--- src/rtl/i2c_rate_pkg.sv ---
// Shared constants for the I2C bit-rate strobe generator.
// Assumes one SCL period is split into an even number of sub-phases.
package i2c_rate_pkg;
    localparam int RATE_N_W    = 3;   // width of the power-of-two exponent field
    localparam int RATE_M_W    = 4;   // width of the linear divide field
    localparam int RATE_PHASES = 10;  // sub-phases per SCL period

    // Cycles per SCL period for a given exponent and divide factor.
    function automatic int unsigned full_period(input int unsigned n, input int unsigned m);
        return RATE_PHASES * (32'd1 << n) * (m + 1);
    endfunction
endpackage

--- src/rtl/pow2_prescaler.sv ---
// Power-of-two prescaler: pulses tick once every 2^sel cycles.
// Assumes clr restarts the count at zero and suppresses the tick in that cycle.
module pow2_prescaler #(
    parameter int SEL_W = 3
) (
    input  logic             clk,
    input  logic             rst_n,
    input  logic             clr,
    input  logic [SEL_W-1:0] sel,
    output logic             tick
);
    localparam int CNT_W = (1 << SEL_W) - 1;

    logic [CNT_W-1:0] cnt;
    logic [CNT_W-1:0] lim;

    // Terminal count is a mask of sel low ones.
    always_comb lim = ~({CNT_W{1'b1}} << sel);

    // Tick on the terminal count unless cleared.
    always_comb tick = !clr && (cnt == lim);

    // Free-running count that wraps on tick.
    always_ff @(posedge clk) begin
        if (!rst_n || clr || tick) cnt <= '0;
        else                       cnt <= cnt + CNT_W'(1);
    end
endmodule

--- src/rtl/range_divider.sv ---
// Linear divider: pulses tick on every (lim+1)-th step.
// Assumes step is a one-cycle enable from the prescaler.
module range_divider #(
    parameter int W = 4
) (
    input  logic         clk,
    input  logic         rst_n,
    input  logic         clr,
    input  logic         step,
    input  logic [W-1:0] lim,
    output logic         tick
);
    logic [W-1:0] cnt;

    // Last step of each group of lim+1 steps.
    always_comb tick = !clr && step && (cnt == lim);

    // Count steps, wrapping at the limit.
    always_ff @(posedge clk) begin
        if (!rst_n || clr)   cnt <= '0;
        else if (tick)       cnt <= '0;
        else if (step)       cnt <= cnt + W'(1);
    end
endmodule

--- src/rtl/phase_sequencer.sv ---
// Walks the sub-phases of one SCL period and emits registered strobes.
// Sub-phases 0..PHASES/2-1 are low, the rest high. The sample point is the
// sub-phase boundary nearest the middle of the high half, on its early side.
module phase_sequencer #(
    parameter int PHASES = 10
) (
    input  logic clk,
    input  logic rst_n,
    input  logic clr,
    input  logic step,
    output logic rise_stb,
    output logic fall_stb,
    output logic sample_stb,
    output logic high_phase
);
    localparam int PH_W      = $clog2(PHASES);
    localparam int HALF      = PHASES / 2;
    localparam int RISE_AT   = HALF - 1;
    localparam int FALL_AT   = PHASES - 1;
    localparam int SAMPLE_AT = HALF + HALF / 2 - 1;

    logic [PH_W-1:0] sub;
    logic            adv;

    // A sub-phase advances only when not cleared.
    always_comb adv = step && !clr;

    // Sub-phase counter, wrapping after the last sub-phase.
    always_ff @(posedge clk) begin
        if (!rst_n || clr)
            sub <= '0;
        else if (adv)
            sub <= (sub == PH_W'(FALL_AT)) ? '0 : sub + PH_W'(1);
    end

    // Strobes are registered so each lines up with the new sub-phase.
    always_ff @(posedge clk) begin
        if (!rst_n || clr) begin
            rise_stb   <= 1'b0;
            fall_stb   <= 1'b0;
            sample_stb <= 1'b0;
        end else begin
            rise_stb   <= adv && (sub == PH_W'(RISE_AT));
            fall_stb   <= adv && (sub == PH_W'(FALL_AT));
            sample_stb <= adv && (sub == PH_W'(SAMPLE_AT));
        end
    end

    // Level for the high half of the period.
    always_comb high_phase = (sub >= PH_W'(HALF));
endmodule

--- src/rtl/i2c_rate_strobe_gen.sv ---
// Top of the I2C bit-rate strobe generator: configuration register, a
// 2^N prescaler, an (M+1) divider and a ten-step phase sequencer.
// Assumes a write or a low run restarts all timing from zero.
module i2c_rate_strobe_gen
    import i2c_rate_pkg::*;
#(
    parameter int N_W    = RATE_N_W,
    parameter int M_W    = RATE_M_W,
    parameter int PHASES = RATE_PHASES,
    localparam int CFG_W = N_W + M_W
) (
    input  logic             clk,
    input  logic             rst_n,
    input  logic             run,
    input  logic             cfg_we,
    input  logic [CFG_W-1:0] cfg_wdata,
    output logic             scl_rise_stb,
    output logic             scl_fall_stb,
    output logic             sda_sample_stb,
    output logic             scl_high_phase
);
    logic [N_W-1:0] cfg_n_q;
    logic [M_W-1:0] cfg_m_q;
    logic           clr;
    logic           pre_tick;
    logic           div_tick;

    // Configuration register: M in the upper bits, N in the lower bits.
    always_ff @(posedge clk) begin
        if (!rst_n) begin
            cfg_n_q <= '0;
            cfg_m_q <= '0;
        end else if (cfg_we) begin
            cfg_n_q <= cfg_wdata[N_W-1:0];
            cfg_m_q <= cfg_wdata[CFG_W-1:N_W];
        end
    end

    // Any write or a stopped run clears all timing state.
    always_comb clr = cfg_we || !run;

    pow2_prescaler #(.SEL_W(N_W)) u_pre (
        .clk(clk), .rst_n(rst_n), .clr(clr), .sel(cfg_n_q), .tick(pre_tick)
    );

    range_divider #(.W(M_W)) u_div (
        .clk(clk), .rst_n(rst_n), .clr(clr), .step(pre_tick),
        .lim(cfg_m_q), .tick(div_tick)
    );

    phase_sequencer #(.PHASES(PHASES)) u_seq (
        .clk(clk), .rst_n(rst_n), .clr(clr), .step(div_tick),
        .rise_stb(scl_rise_stb), .fall_stb(scl_fall_stb),
        .sample_stb(sda_sample_stb), .high_phase(scl_high_phase)
    );
endmodule

--- config.mk ---
export PLATFORM = sky130hd
export DESIGN_NAME = i2c_rate_strobe_gen
export DESIGN_NICKNAME = d
export VERILOG_FILES = /design/src/rtl/i2c_rate_pkg.sv /design/src/rtl/pow2_prescaler.sv /design/src/rtl/range_divider.sv /design/src/rtl/phase_sequencer.sv /design/src/rtl/i2c_rate_strobe_gen.sv
export SDC_FILE = /design/constraint.sdc
export NUM_CORES = 1
export LEC_CHECK = 0
export BUFFER_PORTS_ARGS = -buffer_cell sky130_fd_sc_hd__buf_2
export CAP_MARGIN = 10
export CORE_UTILIZATION = 40
export CTS_BUF_LIST = sky130_fd_sc_hd__clkbuf_8
export DETAILED_ROUTE_END_ITERATION = 8
export SLEW_MARGIN = 10
export SYNTH_ARGS = -nofsm -noshare
export SYNTH_HDL_FRONTEND = slang
export SYNTH_SLANG_ARGS = --single-unit
--- constraint.sdc ---
create_clock -name clk -period 2.27 [get_ports clk]
set_input_delay 0.1135 -clock clk [delete_from_list [all_inputs] [get_ports clk]]
set_output_delay 0.1135 -clock clk [all_outputs]
set_load 0.02 [all_outputs]
==> key figures <==
Floorplan
  • Die Wd: 61.0 um
  • CORE AREA: 3340 sq um
  • Die height: 61.0 um
  • Top Ports: 15
  • Placement row count: 21
  • Initial core utilization: 41.8%
  • Die area: 3720 sq um

Worst setup path
  • Worst Path Required: 2.48 ns
  • Crit path max-delay cell type: or4_1
  • Critical path fanouts, max: 9
  • Crit Reg-Reg Startpoint: cfg_n_q[1]
  • Critical path startpoint: cfg_n_q[1]
  • CP Class: reg -> reg
  • Max incr delay on CP: 0.54 ns
  • Crit start category: register
  • CP cell instances: nand2_1 > a21boi_0 > o211ai_2 > or4_1 > a21oi_1
  • CP arrival: 2.10 ns
  • Setup crit end kind: register

Logic synthesis
  • Synth Register Bits: 25
  • Top cell type by total area after synthesis: dfxtp_1
  • Cells after Synth: 147
  • Synthesized cell area: 1390 sq um
  • Dominant cells by area after synthesis: dfxtp_1 36%, xor2_1 5.7%, mux2i_1 5.0%, nor3_1 3.2%, nor2b_1 3.1%
  • YS warnings: 0
  • Synth Net Count: 160
  • Avg Cell Area, Syn: 9.48 sq um
  • Yosys top cell area share: 35.9%
  • Post-synth cell types: 48
  • Seq/Total Area, Yosys: 35.9%

Timing
  • Post-layout min period: 1.90 ns
  • RSZ-0062 raised after global routing: no
  • F_max: 527 MHz
  • Final setup fails: 0
  • Worst Skew: 0.00200 ns
  • Final Hold Viols: 0
  • Least-Margin Pin Slew: 0.452 ns
  • Max-slew headroom: 69.5%
  • Final Worst Setup Slack: 0.374 ns
  • Slew Limit Fails: 0
  • Setup_tns: 0 ns
  • Final worst path period share: 83.5%

Global routing
  • Number of global-route vias before repair: 1059
  • Initial antenna violation count: 0
  • GRT Util Overall: 17.8%
  • Global-route wire length before repair: 4950 um
  • Largest net degree at the start of global routing: 16
  • GRT overflow: 0

Clock tree
  • CTS tree: built
  • Clk root buf: clkbuf_8
  • Clk buf depth: 2
  • TritonCTS buffer count: 3
  • Setup Buffers After CTS: 0
  • Clock Latency Late Sink: 0.27 ns
  • Worst-path clk slew: 0.09 ns
  • Sink Count: 25
  • Post-CTS Resized: 0
  • Number of H-tree levels: 1
  • Cts hold-fix bufs: 0

Worst hold path
  • Worst min-delay path category: in -> reg
  • Hold_sp: cfg_wdata[3]

Place
  • Dpl hpwl: 2110 um
  • Port buffer count: 14
  • Dpl ws: 0.259 ns
  • Placement-stage cell area: 1510 sq um
  • RD Place Congestion: 0.794

Cells and area
  • Core Util, Final: 46.5%
  • Layout cells sized above 1: 21.6%
  • Commonest non-fill, non-tap cell in the layout: dfxtp_1
  • Most frequent cells in the layout: 24 x dfxtp_1, 14 x buf_2, 9 x xor2_1, 9 x nor3_1
  • Final nets: 176
  • Design area: 1550 sq um
  • Reg area: 502 sq um
  • Fillers: 339
  • Ant diodes: 0
  • Multi-input logic area: 847 sq um
  • Synth-to-Final Area Change: 11.3%

Power
  • Combinational Power Share: 13.6%
  • Int Pwr: 0.000618 W
  • Seq pwr share: 55.2%
  • Psw: 0.000214 W
  • Leak: 0.605 nW
  • Power Total: 0.000832 W
  • Sw Share: 25.7%
  • Pwr dens: 536 nW/um^2
  • Peak VDD IR: 0.000236 V
  • Clock power share: 31.2%

Routing
  • First DRT Iteration DRCs: 53
  • Via/cell ratio: 5.58
  • DRC: 0
  • Drt first pass iters: 4
  • WL/cell: 14.0 um
  • Drt total wl: 2910 um
  • Routed vias: 1161
  • Post-route ant nets: 0

Status
  • Status: completed

Flow run
  • MaxCap Viol Count: 0
final timing paths:
path / to / slack, ns / cells after the start
hold / removal: cfg_m_q[0] / 0.1 / 3
setup reg to reg: u_div.cnt[0] / 0.37 / 5
setup / recovery: u_div.cnt[0] / 0.37 / 5
hold reg to reg: u_seq.fall_stb / 0.50 / 2
power groups by stage:
stage | clock (W) | sequential [W] | combinational (W)
floorplan | 0 | 0.000463 | 0.0000903
global placement | 0 | 0.000469 | 0.000111
detailed placement | 0 | 0.000470 | 0.000112
CTS | 0.000269 | 0.000460 | 0.000113
global route | 0.000292 | 0.000462 | 0.000125
finish | 0.000260 | 0.000460 | 0.000113
state kept, by name, indices dropped and copies added, names as in the netlist:
name / cells
u_seq.rise_stb: 1
cfg_m_q: 4
cfg_n_q: 3
u_seq.sub: 4
u_seq.sample_stb: 1
u_pre.cnt: 7
u_div.cnt: 4
u_seq.fall_stb: 1
per-stage QoR:
stage / hold WS, ns / cells
floorplan: 0.242 / 147
global placement: 0.371 / 204
detailed placement: 0.381 / 204
CTS: 0.0979 / 208
global route: 0.117 / 208
finish: 0.0985 / 208
cell usage after synthesis, drive strengths merged:
cell	count
or2	1
a21oi	6
o211a	1
nor4b	2
and2	1
or3	3
buf	3
nor3	9
clkbuf	3
nand3	5
nor4	6
nand3b	1
o211ai	1
or4	2
xnor2	3
nor2b	7
o31ai	2
mux2i	7
a21boi	1
a31o	2
or2b	1
nand2b	1
nand2	7
o311ai	1
inv	2
nor3b	4
ha	2
and3	2
o311a	1
xor2	9
nand4	6
a311oi	1
dfxtp	25
a31oi	1
and3b	1
nor2	7
o32a	1
o32ai	2
o21ai	6
o221a	1
area by class of cell:
cell class                      instances  share of cell area, %
Clock inverter                          1                  0.242
Multi-Input combinational cell        114                   54.6
Tap cell                               46                   3.71
Clock buffer                            3                   2.66
Sequential cell                        25                   32.3
Timing Repair Buffer                   17                   5.97
Inverter                                2                  0.484
routing by layer:
layer | track usage (%) | share of wire, % | vias up | wire [um]
met5 | 0 | 0 | - | 0
met4 | 5.84 | 1.5 | 0 | 44
met3 | 2.52 | 3.7 | 5 | 107
met2 | 28.1 | 48 | 25 | 1410
met1 | 25.0 | 46 | 553 | 1350
li1 | - | - | 578 | -
worst max-delay path: cells and delay by family (launching register included):
kind	cells	cell delay [ns]
DFF	1	0.48
and+or+nand+nor	2	0.65
AOI/OAI and AO/OA	3	0.71
cells by family after synthesis:
| logic type | share of synthesized area, % |
|---|---|
| adder cells (fa/ha/maj) | 1.80 |
| AND/OR/NAND/NOR | 30.9 |
| buffers and inverters | 3.32 |
| flip-flops | 35.9 |
| AO/OA/AOI/OAI | 15.5 |
| XOR/XNOR | 7.54 |
| multiplexers | 5.03 |
No activity file was read; power rests on OpenSTA's default activity.
